**src/rtl/rtc_sec_core.sv**
```systemverilog
module rtc_sec_core #(
  parameter int DW = 32,
  parameter int AW = 7,
  parameter int CAL_W = 21,
  parameter int TICK_W = 16,
  parameter logic [CAL_W-1:0] CAL_RST = 21'h198233
) (
  input  logic              clk,
  input  logic              rst_n,
  input  logic              tick_i,
  input  logic              wr_i,
  input  logic [AW-1:0]     addr_i,
  input  logic [DW-1:0]     wdata_i,
  output logic [DW-1:0]     rdata_o,
  input  logic [TICK_W-1:0] tick_cnt_i,
  output logic [CAL_W-1:0]  cal_o,
  output logic              sec_irq_o,
  output logic              alarm_irq_o
);
  localparam int WW = AW - 2;
  localparam logic [WW-1:0] W_SET   = WW'(0);
  localparam logic [WW-1:0] W_STG   = WW'(1);
  localparam logic [WW-1:0] W_CALW  = WW'(2);
  localparam logic [WW-1:0] W_CALR  = WW'(3);
  localparam logic [WW-1:0] W_CUR   = WW'(4);
  localparam logic [WW-1:0] W_TCNT  = WW'(5);
  localparam logic [WW-1:0] W_ALM   = WW'(6);
  localparam logic [WW-1:0] W_STS   = WW'(8);
  localparam logic [WW-1:0] W_MSK   = WW'(9);
  localparam logic [WW-1:0] W_EN    = WW'(10);
  localparam logic [WW-1:0] W_DIS   = WW'(11);
  localparam logic [WW-1:0] W_CTL   = WW'(16);
  localparam int BATT_BIT = 31;
  localparam int OSC_BIT  = 24;

  logic [DW-1:0]    cur_q, stage_q, alarm_q, next_cur;
  logic             pend_q;
  logic [1:0]       sts_q, mask_q, sts_clr, sts_set;
  logic [1:0]       ctl_q;
  logic [CAL_W-1:0] cal_q;
  logic [WW-1:0]    widx;

  assign widx     = addr_i[AW-1:2];
  assign next_cur = pend_q ? stage_q : cur_q + 1'b1;
  assign sts_clr  = (wr_i && widx == W_STS) ? wdata_i[1:0] : 2'b00;
  assign sts_set  = {tick_i && (next_cur == alarm_q), tick_i};

  always_ff @(posedge clk) begin
    if (!rst_n) begin
      cur_q   <= '0;
      stage_q <= '0;
      pend_q  <= 1'b0;
      alarm_q <= '0;
      sts_q   <= 2'b00;
      mask_q  <= 2'b11;
      ctl_q   <= 2'b00;
      cal_q   <= CAL_RST;
    end else begin
      if (tick_i) cur_q <= next_cur;
      if (wr_i && widx == W_SET) begin
        stage_q <= wdata_i;
        pend_q  <= 1'b1;
      end else if (tick_i) begin
        pend_q  <= 1'b0;
      end
      sts_q <= (sts_q & ~sts_clr) | sts_set;
      if (wr_i) begin
        case (widx)
          W_ALM:   alarm_q <= wdata_i;
          W_EN:    mask_q  <= mask_q & ~wdata_i[1:0];
          W_DIS:   mask_q  <= mask_q | wdata_i[1:0];
          W_CTL:   ctl_q   <= {wdata_i[BATT_BIT], wdata_i[OSC_BIT]};
          W_CALW:  cal_q   <= wdata_i[CAL_W-1:0];
          default: ;
        endcase
      end
    end
  end

  always_comb begin
    rdata_o = '0;
    case (widx)
      W_STG:  rdata_o = stage_q;
      W_CALR: rdata_o = DW'(cal_q);
      W_CUR:  rdata_o = cur_q;
      W_TCNT: rdata_o = DW'(tick_cnt_i);
      W_ALM:  rdata_o = alarm_q;
      W_STS:  rdata_o = DW'(sts_q);
      W_MSK:  rdata_o = DW'(mask_q);
      W_CTL: begin
        rdata_o[BATT_BIT] = ctl_q[1];
        rdata_o[OSC_BIT]  = ctl_q[0];
      end
      default: rdata_o = '0;
    endcase
  end

  assign cal_o       = cal_q;
  assign sec_irq_o   = sts_q[0] & ~mask_q[0];
  assign alarm_irq_o = sts_q[1] & ~mask_q[1];
endmodule

```
**config.mk**
```make
export PLATFORM = sky130hd
export DESIGN_NAME = rtc_sec_core
export DESIGN_NICKNAME = d
export VERILOG_FILES = /design/src/rtl/rtc_sec_core.sv
export SDC_FILE = /design/constraint.sdc
export NUM_CORES = 1
export LEC_CHECK = 0
export BUFFER_PORTS_ARGS = -buffer_cell sky130_fd_sc_hd__buf_4
export CORE_MARGIN = 5
export CORE_UTILIZATION = 30
export DETAILED_ROUTE_END_ITERATION = 10
export PLACE_DENSITY = 0.57
export SYNTH_ARGS = -nofsm -noshare
export SYNTH_HDL_FRONTEND = slang
export SYNTH_SLANG_ARGS = --single-unit
```
**constraint.sdc**
```tcl
create_clock -name clk -period 3.3 [get_ports clk]
set_input_delay 0.66 -clock clk [delete_from_list [all_inputs] [get_ports clk]]
set_output_delay 0.66 -clock clk [all_outputs]
set_load 0.005 [all_outputs]
```
==> impl_metrics.json <==
{
  "synth_top_family_by_area": "simple AND/OR/NAND/NOR gates",
  "clock-root-buffer": "clkbuf_16",
  "die_y_um": 174,
  "io_buffers": 111,
  "rsz0062_at_grt": "no",
  "io_pins": 114,
  "die_x_um": 174,
  "status": "finished clean",
  "fmax_ghz": 0.308,
  "ys_ff_latch": 124,
  "vias": 7916,
  "syn_inst": 1042,
  "holdCritStartpoint": "wdata_i[5]",
  "finalClockSkew_ns": 0.00883,
  "synth_compound_area_frac": 0.242,
  "path_class": "reg -> reg",
  "rr_endpoint": "sts_q[1]$_SDFF_PN0_",
  "grt_pass1_wl_um": 43900,
  "clk_latency_ns": 0.43,
  "ir_drop_v": 0.000323,
  "min_path_cells": 3,
  "fin_crit_ns": 3.25,
  "n_antenna_cell": 0,
  "wirelength_um": 28600,
  "die_area_sq_um": 30400,
  "worstPathMaxFanout": 8,
  "tns_ns": 0,
  "reg2reg_from": "cur_q[1]$_SDFFE_PN0P_",
  "timing.final.crit_share": 0.984,
  "initial_core_util": 0.302,
  "p_per_area_nw_per_um2": 370,
  "synthMuxAreaShare": 0.0506,
  "crit_start": "cur_q[1]$_SDFFE_PN0P_",
  "relSlewSlack": 0.264,
  "synth_cell_type_count": 77,
  "hold_end": "cal_o[5]$_SDFFE_PN1P_",
  "clockBufferDepth": 2,
  "synth_edf_count": 0,
  "synth_fa_ha_area_frac": 0.00154,
  "start_kind": "flop",
  "wl_per_cell_um": 19.5,
  "max-cap-violations": 0,
  "hp-class": "in -> reg",
  "grt_max_degree": 117,
  "crit_arrival_ns": 3.62,
  "tightest_slew_ns": 1.10,
  "htreeDepth": 4,
  "rows": 60,
  "avgSynthCellArea_sq_um": 7.78,
  "synth_xor_xnor_area_share": 0.0723,
  "synth_warnings": 0,
  "crit_required_ns": 3.67,
  "finalSetupViolCount": 0,
  "cts.sinks": 124,
  "reg2reg_depth": 9,
  "leakage_nw": 3.54,
  "gp_congestion": 0.889,
  "total_power_mw": 3.57,
  "drv_slew": 0,
  "clkTransAtPathRegs_ns": 0.06,
  "ys_seq_area_frac": 0.306,
  "numCtsBuffers": 17,
  "area_growth_pct": 19.2,
  "first_global_vias": 7586,
  "drive_above_1_share": 0.177,
  "grt.total_usage": 0.182,
  "hold_viol": 0,
  "synthFlopType": "dfxtp_1",
  "post-cts-setup-buffers": 0,
  "postRouteAntennaNets": 0,
  "gr-total-overflow": 0,
  "drt_iter0_drc": 695,
  "syn-num-nets": 1102,
  "hold_buffers": 0,
  "drc": 0,
  "synth_simple_gate_area_frac": 0.256,
  "crit_path_end_kind": "flop",
  "cts_resized": 0,
  "final_net_count": 1170,
  "hpwl_um": 19800,
  "viasPerCell": 5.41,
  "layout_commonest_cell": "nand2_1",
  "firstDrtPassIters": 6,
  "async_flop_share": 0,
  "reg2reg_slack_ns": 0.05,
  "cts_tree": "built",
  "grt_antenna_before_repair": 0,
  "core_sq_um": 26800,
  "syn_area_sq_um": 8100,
  "final_cell_mix": "247 x nand2_1, 140 x buf_4, 123 x dfxtp_1"
}
registers in the layout (all words and copies together), names as in the netlist, named ones only:
signal	cells
alarm_q	32
cal_o	21
ctl_q	2
cur_q	32
pend_q	1
stage_q	32
sts_q	2
through the flow:
stage	hold slack, ns	utilization	area (sq um)	std cells	setup slack [ns]
5_1_grt	0.463	0.361	9660	1464	0.00850
3_3_place_gp	0.457	0.340	9120	1432	0.204
6_report	0.461	0.361	9660	1464	0.0515
2_1_floorplan	0.443	-	8100	1042	0.530
4_1_cts	0.451	0.361	9660	1464	0.162
3_5_place_dp	0.471	0.340	9120	1432	0.186
power breakdown:
group          internal, mW  switching, mW  total (mW)
logic                 0.124          0.147       0.272
clock network          1.00          0.769        1.77
registers              1.51         0.0193        1.53
total                  2.63          0.936        3.57
synthesized netlist by cell type, types with 3 or more instances:
cell	count	area share
o31ai_1	9	0.0083
nor4b_1	3	0.0032
nand3_1	26	0.016
and3_2	3	0.0028
nand2b_1	7	0.0054
buf_6	6	0.0083
o41ai_1	4	0.0043
nor4_1	10	0.0077
inv_1	13	0.0060
dfxtp_1	124	0.31
a211oi_1	5	0.0046
nand3b_1	5	0.0046
a21o_1	3	0.0028
nor2b_1	25	0.019
and4_1	5	0.0054
buf_1	5	0.0023
o22ai_1	5	0.0039
nor2_1	23	0.011
nor3_1	11	0.0068
a21oi_1	26	0.016
nor3b_1	8	0.0074
o32ai_1	4	0.0043
nand2_1	247	0.11
a21boi_0	85	0.079
clkbuf_8	9	0.015
a221o_1	14	0.017
nand4_1	11	0.0085
a22oi_1	20	0.019
a22o_1	3	0.0032
buf_2	9	0.0056
xor2_1	24	0.026
nor4_4	3	0.0079
xnor2_1	41	0.044
clkbuf_1	59	0.027
and3_1	10	0.0077
a31oi_1	6	0.0046
a2bb2oi_1	7	0.0076
o21ai_0	68	0.042
mux2i_1	41	0.051
and2_1	8	0.0062
o221ai_1	4	0.0043
how the worst max path moves through the flow:
stage	to	slack, ns	cells after the start
floorplan	rdata_o[16]	0.53	5
global placement	sts_q[1]$_SDFF_PN0_	0.20	9
finish	sts_q[1]$_SDFF_PN0_	0.05	9
global route	sts_q[1]$_SDFF_PN0_	0.008	9
CTS	sts_q[1]$_SDFF_PN0_	0.16	9
detailed placement	sts_q[1]$_SDFF_PN0_	0.19	9
routing by layer:
layer  vias up  track usage  wire [um]
li1       3791            -          -
met1      3800        0.242      13000
met2       273        0.290      13200
met3        52       0.0344       1450
met4         0       0.0736        936
met5         -            0          0
area by class of cell:
class,instances,area (sq um)
sequential,124,2480
timing repair buffer,142,1090
tap,341,427
inverter,14,52.6
clock buffer,19,453
fill,2730,17100
multi-input combinational,811,5060
clock inverter,13,91.3
critical path, stage by stage, from the launching register on:
cell       delay [ns]
dfxtp_1          0.51
ha_1             0.36
nand3_4          0.20
nor4_4           0.49
xnor2_1          0.19
o21ai_0          0.09
a2111oi_0        0.51
a21oi_1          0.16
nor4_2           0.47
a31o_1           0.20
kinds of logic (layout without fill, tap and decap cells):
group	count (synthesis)	after routing
buf+inv	107	188
flops	124	124
fa+ha+maj	1	1
compound gates	282	282
simple gates	421	421
xor+xnor	66	66
mux	41	41
(Power assumes the default switching activity.)
